## src/rtl/shf_pkg.sv

```systemverilog
package shf_pkg;

  localparam int SHF_DATA_W = 32;
  localparam int SHF_AMT_W  = 8;
  localparam int SHF_REG_W  = 32;

  // Shift kind; the encoding is visible at the op_i pin.
  typedef enum logic [1:0] {
    OP_LSL = 2'd0,
    OP_LSR = 2'd1,
    OP_ASR = 2'd2,
    OP_ROR = 2'd3
  } shf_op_e;

  // Range of the distance byte relative to the word width.
  typedef enum logic [1:0] {
    AMT_NONE = 2'd0,  // zero
    AMT_PART = 2'd1,  // 1 .. width-1
    AMT_FULL = 2'd2,  // exactly width
    AMT_OVER = 2'd3   // above width
  } amt_cls_e;

endpackage

```

## src/rtl/shf_amt_classify.sv

```systemverilog
module shf_amt_classify
  import shf_pkg::*;
#(
  parameter int DATA_W = SHF_DATA_W,
  parameter int AMT_W  = SHF_AMT_W,
  parameter int IDX_W  = $clog2(DATA_W)
) (
  input  logic [AMT_W-1:0] amt_i,
  output amt_cls_e         cls_o,
  output logic [IDX_W-1:0] idx_o
);

  localparam logic [AMT_W-1:0] FULL_AMT = AMT_W'(DATA_W);

  always_comb begin
    if (amt_i == '0) begin
      cls_o = AMT_NONE;
    end else if (amt_i < FULL_AMT) begin
      cls_o = AMT_PART;
    end else if (amt_i == FULL_AMT) begin
      cls_o = AMT_FULL;
    end else begin
      cls_o = AMT_OVER;
    end
  end

  // Distance folded to the word width; used directly by rotation.
  assign idx_o = amt_i[IDX_W-1:0];

endmodule

```

## src/rtl/shf_result_path.sv

```systemverilog
module shf_result_path
  import shf_pkg::*;
#(
  parameter int DATA_W = SHF_DATA_W,
  parameter int IDX_W  = $clog2(DATA_W)
) (
  input  logic [DATA_W-1:0] data_i,
  input  shf_op_e           op_i,
  input  amt_cls_e          cls_i,
  input  logic [IDX_W-1:0]  idx_i,
  output logic [DATA_W-1:0] result_o
);

  logic              is_left;
  logic              sign_bit;
  logic [DATA_W-1:0] data_rev;
  logic [DATA_W-1:0] tail_rev;
  logic [DATA_W-1:0] stage_w [IDX_W+1];
  logic [DATA_W-1:0] barrel_out;

  assign is_left  = (op_i == OP_LSL);
  assign sign_bit = data_i[DATA_W-1];

  // Left shifts run through the right-shifting barrel on a mirrored word.
  for (genvar b = 0; b < DATA_W; b++) begin : g_mirror
    assign data_rev[b] = data_i[DATA_W-1-b];
    assign tail_rev[b] = stage_w[IDX_W][DATA_W-1-b];
  end

  assign stage_w[0] = is_left ? data_rev : data_i;

  // One stage per distance bit; stage s moves the word by 2**s places.
  for (genvar s = 0; s < IDX_W; s++) begin : g_stage
    localparam int STEP = 1 << s;
    logic [STEP-1:0] fill;

    always_comb begin
      unique case (op_i)
        OP_ROR:  fill = stage_w[s][STEP-1:0];
        OP_ASR:  fill = {STEP{sign_bit}};
        default: fill = '0;
      endcase
    end

    assign stage_w[s+1] = idx_i[s] ? {fill, stage_w[s][DATA_W-1:STEP]}
                                   : stage_w[s];
  end

  assign barrel_out = is_left ? tail_rev : stage_w[IDX_W];

  // Override the barrel for the out-of-range distances.
  always_comb begin
    unique case (cls_i)
      AMT_NONE: result_o = data_i;
      AMT_PART: result_o = barrel_out;
      default: begin
        unique case (op_i)
          OP_ASR:  result_o = {DATA_W{sign_bit}};
          OP_ROR:  result_o = barrel_out;
          default: result_o = '0;
        endcase
      end
    endcase
  end

  // Rotation never creates or destroys ones.
  always_comb begin
    if (op_i == OP_ROR) begin
      p_ror_keeps_ones_r9: assert ($countones(result_o) == $countones(data_i))
        else $error("rotate changed the number of set bits");
    end
  end

endmodule

```

## src/rtl/shf_carry_path.sv

```systemverilog
module shf_carry_path
  import shf_pkg::*;
#(
  parameter int DATA_W = SHF_DATA_W,
  parameter int IDX_W  = $clog2(DATA_W)
) (
  input  logic [DATA_W-1:0] data_i,
  input  shf_op_e           op_i,
  input  amt_cls_e          cls_i,
  input  logic [IDX_W-1:0]  idx_i,
  input  logic              carry_i,
  output logic              carry_o,
  output logic              carry_upd_o
);

  logic [IDX_W-1:0] tap_left;
  logic [IDX_W-1:0] tap_right;
  logic             out_bit;

  // Last bit pushed out: width-n for left, n-1 for right (modulo width).
  assign tap_left  = IDX_W'(0) - idx_i;
  assign tap_right = idx_i - IDX_W'(1);

  always_comb begin
    out_bit = 1'b0;
    unique case (op_i)
      OP_LSL: begin
        if (cls_i == AMT_PART)      out_bit = data_i[tap_left];
        else if (cls_i == AMT_FULL) out_bit = data_i[0];
      end
      OP_LSR: begin
        if (cls_i == AMT_PART)      out_bit = data_i[tap_right];
        else if (cls_i == AMT_FULL) out_bit = data_i[DATA_W-1];
      end
      OP_ASR: begin
        if (cls_i == AMT_PART) out_bit = data_i[tap_right];
        else                   out_bit = data_i[DATA_W-1];
      end
      default: begin
        // Rotation: a folded distance of zero still reports the top bit.
        if (idx_i == '0) out_bit = data_i[DATA_W-1];
        else             out_bit = data_i[tap_right];
      end
    endcase
  end

  assign carry_upd_o = (cls_i != AMT_NONE);
  assign carry_o     = carry_upd_o ? out_bit : carry_i;

endmodule

```

## src/rtl/shf_regshift.sv

```systemverilog
module shf_regshift
  import shf_pkg::*;
#(
  parameter int DATA_W = SHF_DATA_W,
  parameter int AMT_W  = SHF_AMT_W,
  parameter int REG_W  = SHF_REG_W
) (
  input  logic [DATA_W-1:0] data_i,
  input  logic [REG_W-1:0]  amt_reg_i,
  input  logic [1:0]        op_i,
  input  logic              carry_i,
  output logic [DATA_W-1:0] result_o,
  output logic              carry_o,
  output logic              carry_upd_o
);

  localparam int IDX_W = $clog2(DATA_W);
  localparam logic [AMT_W-1:0] FULL_AMT = AMT_W'(DATA_W);

  logic [AMT_W-1:0]       amt_byte;
  logic [REG_W-AMT_W-1:0] amt_hi_unused;
  shf_op_e                op_sel;
  amt_cls_e               amt_cls;
  logic [IDX_W-1:0]       amt_idx;

  assign amt_byte      = amt_reg_i[AMT_W-1:0];
  assign amt_hi_unused = amt_reg_i[REG_W-1:AMT_W];
  assign op_sel        = shf_op_e'(op_i);

  shf_amt_classify #(
    .DATA_W (DATA_W),
    .AMT_W  (AMT_W),
    .IDX_W  (IDX_W)
  ) u_classify (
    .amt_i (amt_byte),
    .cls_o (amt_cls),
    .idx_o (amt_idx)
  );

  shf_result_path #(
    .DATA_W (DATA_W),
    .IDX_W  (IDX_W)
  ) u_result (
    .data_i   (data_i),
    .op_i     (op_sel),
    .cls_i    (amt_cls),
    .idx_i    (amt_idx),
    .result_o (result_o)
  );

  shf_carry_path #(
    .DATA_W (DATA_W),
    .IDX_W  (IDX_W)
  ) u_carry (
    .data_i      (data_i),
    .op_i        (op_sel),
    .cls_i       (amt_cls),
    .idx_i       (amt_idx),
    .carry_i     (carry_i),
    .carry_o     (carry_o),
    .carry_upd_o (carry_upd_o)
  );

  always_comb begin
    if (amt_byte == '0) begin
      p_zero_keeps_all_r2: assert (result_o == data_i && carry_o == carry_i && !carry_upd_o)
        else $error("zero distance altered an output");
    end
    if (!carry_upd_o) begin
      p_hold_carry_r11: assert (carry_o == carry_i)
        else $error("carry moved without an update");
    end
    if (op_sel == OP_LSL && amt_byte >= FULL_AMT) begin
      p_lsl_wide_zero_r4: assert (result_o == '0)
        else $error("left shift of width or more left bits set");
    end
    if (op_sel == OP_LSR && amt_byte > FULL_AMT) begin
      p_lsr_far_clear_r6: assert (result_o == '0 && !carry_o)
        else $error("right shift beyond width left bits set");
    end
    if (op_sel == OP_ASR && amt_byte >= FULL_AMT) begin
      p_asr_sign_fill_r8: assert (result_o == {DATA_W{data_i[DATA_W-1]}} && carry_o == data_i[DATA_W-1])
        else $error("wide arithmetic shift not sign filled");
    end
    if (op_sel == OP_ROR && carry_upd_o) begin
      p_ror_carry_top_r10: assert (carry_o == result_o[DATA_W-1])
        else $error("rotate carry differs from result msb");
    end
  end

endmodule

```

## config.mk

```make
export PLATFORM = sky130hd
export DESIGN_NAME = shf_regshift
export DESIGN_NICKNAME = d
export VERILOG_FILES = /design/src/rtl/shf_pkg.sv /design/src/rtl/shf_amt_classify.sv /design/src/rtl/shf_result_path.sv /design/src/rtl/shf_carry_path.sv /design/src/rtl/shf_regshift.sv
export SDC_FILE = /design/constraint.sdc
export NUM_CORES = 1
export LEC_CHECK = 0
export ABC_AREA = 1
export CORE_MARGIN = 2
export CORE_UTILIZATION = 53
export DETAILED_ROUTE_END_ITERATION = 10
export DONT_BUFFER_PORTS = 1
export PLACE_DENSITY_LB_ADDON = 0.05
export SLEW_MARGIN = 30
export SYNTH_ARGS = -nofsm -noshare
export SYNTH_HDL_FRONTEND = slang
export SYNTH_SLANG_ARGS = --single-unit
```

## constraint.sdc

```tcl
create_clock -name vclk -period 5.8
set_input_delay 0.87 -clock vclk [all_inputs]
set_output_delay 0.87 -clock vclk [all_outputs]
set_load 0.03 [all_outputs]
```

# Yosys cells after proc, flatten, opt, wreduce, memory -nomap -nowiden
# Cells that the tools add are included.
[classes] n_eq_ne=6 n_mul=0 add_sub_neg=2 n_reduce_logical=5 n_div=0 bitwise=0 n_shift=0 mux=29 order_cmp=3
[op_table] op="two-way mux 32 bit" count=7
[op_table] op="one-hot mux 32 bit (2 select lines)" count=2
[op_table] op="one-hot mux 16 bit (2 select lines)" count=1
[op_table] op="one-hot mux 8 bit (2 select lines)" count=1
[op_table] op="< comparator 5 x 6 -> 1 bit, second input constant" count=2
[op_table] op="binary-select mux 1 bit (select 5 bit)" count=2
[op_table] op="two-way mux 1 bit" count=10
[op_table] op="== test 8 x 6 -> 1 bit, second input constant" count=1
[op_table] op="logical NOT 8 bit" count=1
[op_table] op="< comparator 8 x 6 -> 1 bit, second input constant" count=1
[op_table] op="one-hot mux 4 bit (2 select lines)" count=1
[op_table] op="== test 2 bit, second input constant" count=3
[op_table] op="logical NOT 5 bit" count=1
[op_table] op="subtractor 1 x 5 -> 5 bit, first input constant" count=1
[op_table] op="subtractor 5 x 1 -> 5 bit, second input constant" count=1
[op_table] op="== test 2 x 1 -> 1 bit, second input constant" count=2
[op_table] op="logical NOT 2 bit" count=2
[op_table] op="two-way mux 2 bit" count=2
[op_table] op="one-hot mux 2 bit (2 select lines)" count=1
[op_table] op="one-hot mux 1 bit (3 select lines)" count=1
[op_table] op="one-hot mux 1 bit (2 select lines)" count=1
[op_table] op="nonzero test 2 bit" count=1
[totals] register_bits=0 memories=0 inputBits=67 latch_bits=0 mem_bits_rw=0 romBits=0 word_cells=45

# Logic depth before layout (Yosys ltp)
# Gate-level depths: netlist of the first run.
[logic_depth] word_depth=15 mapped_depth=17 mapped_depth_nobuf=17

# Modules after synthesis
# Synthesis of the first run repeated with hierarchy kept, for this count alone.
[unflattened] hier_cells=1116 area_unflattened_um2=5022.3
[modules_own_cells] mod="shf_result_path" n_inst=1 area_per_inst_um2=3913.8 cells_per_inst=884
[modules_own_cells] mod="shf_carry_path" n_inst=1 area_per_inst_um2=1019.7 cells_per_inst=214
[modules_own_cells] mod="shf_amt_classify" n_inst=1 area_per_inst_um2=88.8 cells_per_inst=18

# Least setup slack after synthesis of the first run
# No wires, ideal clock.
[synth_timing] path_kind="input to output" start="input port amt_reg_i[0]" end="output port carry_o" arrival_ns=2.765 required_ns=4.930 path_slack_ns=2.165 path_stages=15 n_path_buf=3 path_cell_list="buf_2 inv_2 buf_2 ha_1 inv_1 clkbuf_1 o21ai_0 o211ai_1 nand3_1 nand3_1 o21ai_1 o21ai_0 nand2_1 nand2_1 nand2_1"
[synth_via] elab_chain_len=9 elab_cells_between_ends=24 cone_classes="2 x add/sub; 1 x order compare; 3 x eq/ne; 15 x mux; 3 x reduce/logical"
[synth_rtl] element="start, declared" line="shf_regshift.sv:9" source="input logic [REG_W-1:0] amt_reg_i,"
[synth_rtl] element="parallel branches: the longest is 8 deep, another holds subtractor 5 x 1 -> 5 bit"
[synth_rtl] element="two-way mux 1 bit *" line="shf_carry_path.sv:48" source="assign carry_o = carry_upd_o ? out_bit : carry_i;"
[synth_rtl] element="end, declared" line="shf_regshift.sv:13" source="output logic carry_o,"
# Mark *: on every way between the ends. The select of a mux whose other input is x is not followed.

# Final worst setup path of the first run
[layout_timing] start="input port op_i[1]" end="output port result_o[5]"
[layout_via] elab_chain_len=11 elab_cells_between_ends=17 cone_classes="2 x eq/ne; 14 x mux; 1 x reduce/logical"
[layout_rtl] element="start, declared" line="shf_regshift.sv:10" source="input logic [1:0] op_i,"
[layout_rtl] element="logical NOT 2 bit" line="shf_result_path.sv:21" source="assign is_left = (op_i == OP_LSL);"
[layout_rtl] element="two-way mux 32 bit" line="shf_result_path.sv:30" source="assign stage_w[0] = is_left ? data_rev : data_i;"
[layout_rtl] element="one-hot mux 1 bit (2 select lines) or two-way mux 32 bit (tied branches)" line="shf_result_path.sv:38, shf_result_path.sv:45"
[layout_rtl] element="two-way mux 32 bit or one-hot mux 2 bit (2 select lines) (tied branches)" line="shf_result_path.sv:45, shf_result_path.sv:38"
[layout_rtl] element="two-way mux 32 bit or one-hot mux 4 bit (2 select lines) (tied branches)" line="shf_result_path.sv:45, shf_result_path.sv:38"
[layout_rtl] element="two-way mux 32 bit or one-hot mux 8 bit (2 select lines) (tied branches)" line="shf_result_path.sv:45, shf_result_path.sv:38"
[layout_rtl] element="two-way mux 32 bit or one-hot mux 16 bit (2 select lines) (tied branches)" line="shf_result_path.sv:45, shf_result_path.sv:38"
[layout_rtl] element="two-way mux 32 bit" line="shf_result_path.sv:45" source="assign stage_w[s+1] = idx_i[s] ? {fill, stage_w[s][DATA_W-1:STEP]}"
[layout_rtl] element="two-way mux 32 bit" line="shf_result_path.sv:49" source="assign barrel_out = is_left ? tail_rev : stage_w[IDX_W];"
[layout_rtl] element="one-hot mux 32 bit (2 select lines)" line="shf_result_path.sv:57" source="unique case (op_i)"
[layout_rtl] element="one-hot mux 32 bit (2 select lines) *" line="shf_result_path.sv:53" source="unique case (cls_i)"
[layout_rtl] element="end, declared" line="shf_regshift.sv:12" source="output logic [DATA_W-1:0] result_o,"
# Mark *: on every way between the ends. The rest lies on a longest branch, timed or not.

==> impl_metrics.toml, run 1 <==
[timing]
period_needed_ps = 4180
post-route-period-util_pct = 72.1
worst_pin_slew_ps = 963
setup_tns_ps = 0
worst_slack_ps = 1620
slew_headroom_pct = 35.6
hold_viol_final = 0
rsz0062_at_grt = "no"
setup_violations = 0
slew_viol_final = 0
max_freq_ghz = 0.239

[floorplanning]
die-width_um = 98.4
die_h_um = 98.4
core-area_sq_um = 8680
io_pins = 101
dieArea_sq_um = 9680
start_util_pct = 54.4
fp-row-count = 34

[worst_setup_path]
start_kind = "input port"
path_cells = "nor2_4 -> nand2_1 -> nand3_1 -> nand3_1 -> nand3_1 -> nand3_1 -> nand3_1 -> nand2_1 -> o21ai_1 -> nand2_1 -> nand2_1"
crit_required_ps = 4930
critPathKind = "input port to output port"
crit_path_max_incr_delay_ps = 720
crit_arrival_ps = 3310
cpMostUsedCell = "nand3_1"
crit_slowest_cell = "nor2_4"
cp_max_fo = 43
cp-end-kind = "output port"
critPathLaunch = "op_i[1]"

[clocking]
ctsHoldBuffers = 0
ctsResizeCount = 0
post_cts_buffers = 0

[grt]
grt_pass1_vias = 6266
met3_usage_pct = 6.59
use_met2_pct = 66.1
grt_pass1_wl_mm = 33.5
busiest_layer = "met2"
antenna_found_initial = 1
grt_max_degree = 96
met1_usage_pct = 56.9
grt_usage_pct = 42.6
grt_overflow = 0

[detailed_routing]
wl_per_cell_um = 18.4
viasPerCell = 6.25
dr.first_iter.drc_count = 812
vias = 6985
totalWireLength_mm = 20.5
ant_nets = 0
drtPass1Iterations = 6
drc = 0

[cells_and_area]
layout_commonest_cell = "nand2_1"
drive_gt1_share_pct = 2.87
clockBufferCount = 0
register_area_sq_um = 0
fin_nets = 1081
num-fill-cells = 1109
seq_cell_count = 0
final_cells = 1118
syn_to_final_growth_pct = -2.20
final_util_pct = 53.2
layout_common_cells = "nand2_1, nand3_1, nor2_1"

[placed_design]
place.gp.congestion = 1.10
dpl_worst_slack_ps = 1710
placedCellCount = 1117
detailed_place_hpwl_mm = 15.8
io_buffers = 0

[job]
drv_cap = 0

[logic_synthesis]
synth_area_sq_um = 4720
ys_warn_count = 0
synthesis.nets = 1135
synth.distinct_cells = 27
synth_area_per_cell_sq_um = 4.43
yosysSeqAreaShare_pct = 0
syn_inst = 1065

[min_path]
min_path_type = "input port to output port"
min_from = "carry_i"
min_path_cells = 2
hold_path_end = "carry_o"

[power_and_ir_drop]
powerDensity_nw_per_um2 = 100
ir_drop_uv = 60.7
total_leakage_power_nw = 2.62

[run_status]
status = "finished, final reports clean"
-- cells in the mapped netlist --
master	n	area, sq um
buf_6	3	33.8
nand2_4	1	11.3
a21oi_1	43	215
a31oi_1	1	6.26
nor2_2	1	6.26
buf_2	36	180
nand2_1	441	1660
buf_1	11	41.3
o21ai_1	5	25.0
inv_1	43	161
nand3_1	321	1610
o211ai_1	9	67.6
nor2_1	71	267
o21ai_0	35	175
nor2_4	1	11.3
clkinv_1	2	7.51
clkbuf_1	15	56.3
xnor2_1	2	17.5
ha_1	3	37.5
xor2_1	2	17.5
buf_4	4	30.0
nand3b_1	2	15.0
inv_2	7	26.3
o21ai_2	1	8.76
nand4_1	1	6.26
nand3_2	3	30.0
or2_2	1	6.26
-- cells by family (layout without fill, tap and decap cells) --
logic type | Yosys count | count (layout) | share of synthesized area (%)
compound gates | 94 | 94 | 10.5
simple gates | 843 | 843 | 76.6
fa+ha+maj | 3 | 3 | 0.795
other cells | 0 | 1 | 0
xor+xnor | 4 | 4 | 0.742
buf+inv | 121 | 65 | 11.4
-- layout make-up --
type	instances	area [sq um]	area share, %
multi-input cells	944	4190	90.7
inverters	52	195	4.23
well taps	108	135	2.93
diodes	1	2.50	0.0542
repair buffers	13	97.6	2.11
-- worst max-delay path by stage --
stage | endpoint | cells past startpoint
final | result_o[5] | 11
after global routing | result_o[10] | 13
after CTS | result_o[5] | 11
after detailed placement | result_o[5] | 11
after global placement | result_o[5] | 11
after floorplan | carry_o | 15
-- critical path: cells and delay by family --
| kind | cells | cell delay (ps) |
|---|---|---|
| AND/OR/NAND/NOR | 10 | 2310 |
| AO/OA/AOI/OAI | 1 | 130 |
-- where the power goes --
| part | switching (mW) | internal, mW |
|---|---|---|
| combinational | 0.337 | 0.125 |
| clock | 0 | 0.0000000231 |
| sequential | 0 | 0 |
-- per-stage QoR --
step | total power, mW | instance area [sq um] | hold slack, ps
finish | 0.463 | 4620 | 1970
global route | 0.516 | 4620 | 1980
CTS | 0.453 | 4620 | 1970
detailed placement | 0.451 | 4620 | 1970
global placement | 0.450 | 4620 | 1970
floorplan | 0.384 | 4720 | 1970
-- metal layers --
layer	vias up	routed length, um
li1	3405	-
met1	3072	8250
met2	419	8700
met3	89	2240
met4	0	1330
met5	-	0
Note: power is estimated with default switching activity, not from simulation.
==> run 2, diff against run 1 <==
Clock period 5.8 ns to 3.45 ns, I/O delays scaled along.
==> run 2 against run 1 <==
Sequential share of layout area unchanged; utilization up 7.7 points; first-iteration DRC count is 3.2% higher; die area is the same; setup slack got worse by 1200 ps; global-route usage is 0.074 points higher.
==> impl_metrics.toml, run 2 (synthesized netlist as in run 1, its figures left out) <==
[timing]
setup_tns_ps = 0
slew_headroom_pct = 57.2
setup_violations = 0
hold_viol_final = 0
rsz0062_at_grt = "no"
worst_slack_ps = 470
worst_pin_slew_ps = 641
post-route-period-util_pct = 86.4
period_needed_ps = 2980
slew_viol_final = 0
max_freq_ghz = 0.336

[worst_setup_path]
crit_required_ps = 2930
cpMostUsedCell = "nand2_1"
critPathLaunch = "amt_reg_i[0]"
cp_max_fo = 95
cp-end-kind = "output port"
crit_slowest_cell = "xnor2_1"
path_cells = "inv_2 -> ha_1 -> xnor2_1 -> inv_1 -> a21oi_1 -> o21ai_0 -> nand3_1 -> nand2_1 -> o21ai_1 -> nand2_1 -> a21oi_1 -> nand2_1 -> nand2_1"
crit_arrival_ps = 2460
critPathKind = "input port to output port"
crit_path_max_incr_delay_ps = 470
crit_buf_inv = 2
crit_family = "compound AO/OA/AOI/OAI gates"
start_kind = "input port"

[grt]
grt_max_degree = 96
grt_pass1_vias = 6577
grt_usage_pct = 42.6
grt_overflow = 0
antenna_found_initial = 0
grt_pass1_wl_mm = 33.7

[power_and_ir_drop]
p_sw_uw = 603
combinationalPowerShare_pct = 100.0
ir_drop_uv = 130
p_int_uw = 359
pwr-share-seq_pct = 0
total_leakage_power_nw = 2.91
powerDensity_nw_per_um2 = 182
share_clk_of_total_power_pct = 0
sw_frac_of_total_pct = 62.7

[cells_and_area]
syn_to_final_growth_pct = 12.0
final_cells = 1153
final_util_pct = 60.9
drive_gt1_share_pct = 6.32
antenna_cells = 0
clockBufferCount = 0
layout_common_cells = "nand2_1, nand3_1, nor2_1"
layout_commonest_cell = "nand2_1"
seq_cell_count = 0
fin_nets = 1117
register_area_sq_um = 0

[floorplanning]
start_util_pct = 54.4
core-area_sq_um = 8680
io_pins = 101
die-width_um = 98.4
fp-row-count = 34
dieArea_sq_um = 9680
die_h_um = 98.4

[placed_design]
detailed_place_hpwl_mm = 16.0
placedCellCount = 1153
place.gp.congestion = 1.04
io_buffers = 0
dpl_worst_slack_ps = 271

[detailed_routing]
vias = 7267
drc = 0
wl_per_cell_um = 17.8
totalWireLength_mm = 20.5
drtPass1Iterations = 7
viasPerCell = 6.30
dr.first_iter.drc_count = 838
ant_nets = 0

[min_path]
min_path_type = "input port to output port"
min_from = "carry_i"

[job]
drv_cap = 0

[run_status]
status = "finished, final reports clean"

[clocking]
ctsResizeCount = 0
post_cts_buffers = 0
ctsHoldBuffers = 0
## run 2: changes by cell type in the layout (fill, tap and decap cells not counted)
cell,before,now
buf_12,0,32
buf_4,13,17
nor2_2,2,3
diode_2,1,0
nor2_1,70,69
## run 2: cell type report
cell class / count / area [sq um]
fill: 962 / 3390
inverter: 52 / 195
multi-input combinational: 944 / 4190
tap: 108 / 135
timing repair buffer: 49 / 768
## run 2: per-stage QoR
stage	hold slack [ps]	instance area, sq um	total power, mW
CTS	1270	5290	0.945
global placement	1270	5290	0.938
global route	1280	5290	1.06
floorplan	1260	4720	0.646
finish	1270	5290	0.962
detailed placement	1270	5290	0.942
## run 2: power by group through the flow
| stage | Combinational (mW) | Clock [mW] | Sequential (mW) |
|---|---|---|---|
| 2_1_floorplan | 0.646 | 0 | 0 |
| 3_3_place_gp | 0.938 | 0 | 0 |
| 3_5_place_dp | 0.942 | 0 | 0 |
| 4_1_cts | 0.945 | 0 | 0 |
| 5_1_grt | 1.06 | 0 | 0 |
| 6_report | 0.962 | 0 | 0 |
## run 2: routing by layer
| metal | up-vias | global-route usage, % | routed length, um | part of all wire (%) |
|---|---|---|---|---|
| met5 | - | 0 | 0 | 0 |
| met4 | 0 | 20.7 | 1290 | 6.3 |
| met3 | 88 | 8.66 | 2720 | 13 |
| met2 | 487 | 65.7 | 8660 | 42 |
| met1 | 3209 | 56.7 | 7860 | 38 |
| li1 | 3483 | - | - | - |
## run 2: path summary, 6_finish.rpt
check	slack, ps	end	cells after the start
setup / recovery	470	carry_o	13
hold / removal	1270	carry_o	2
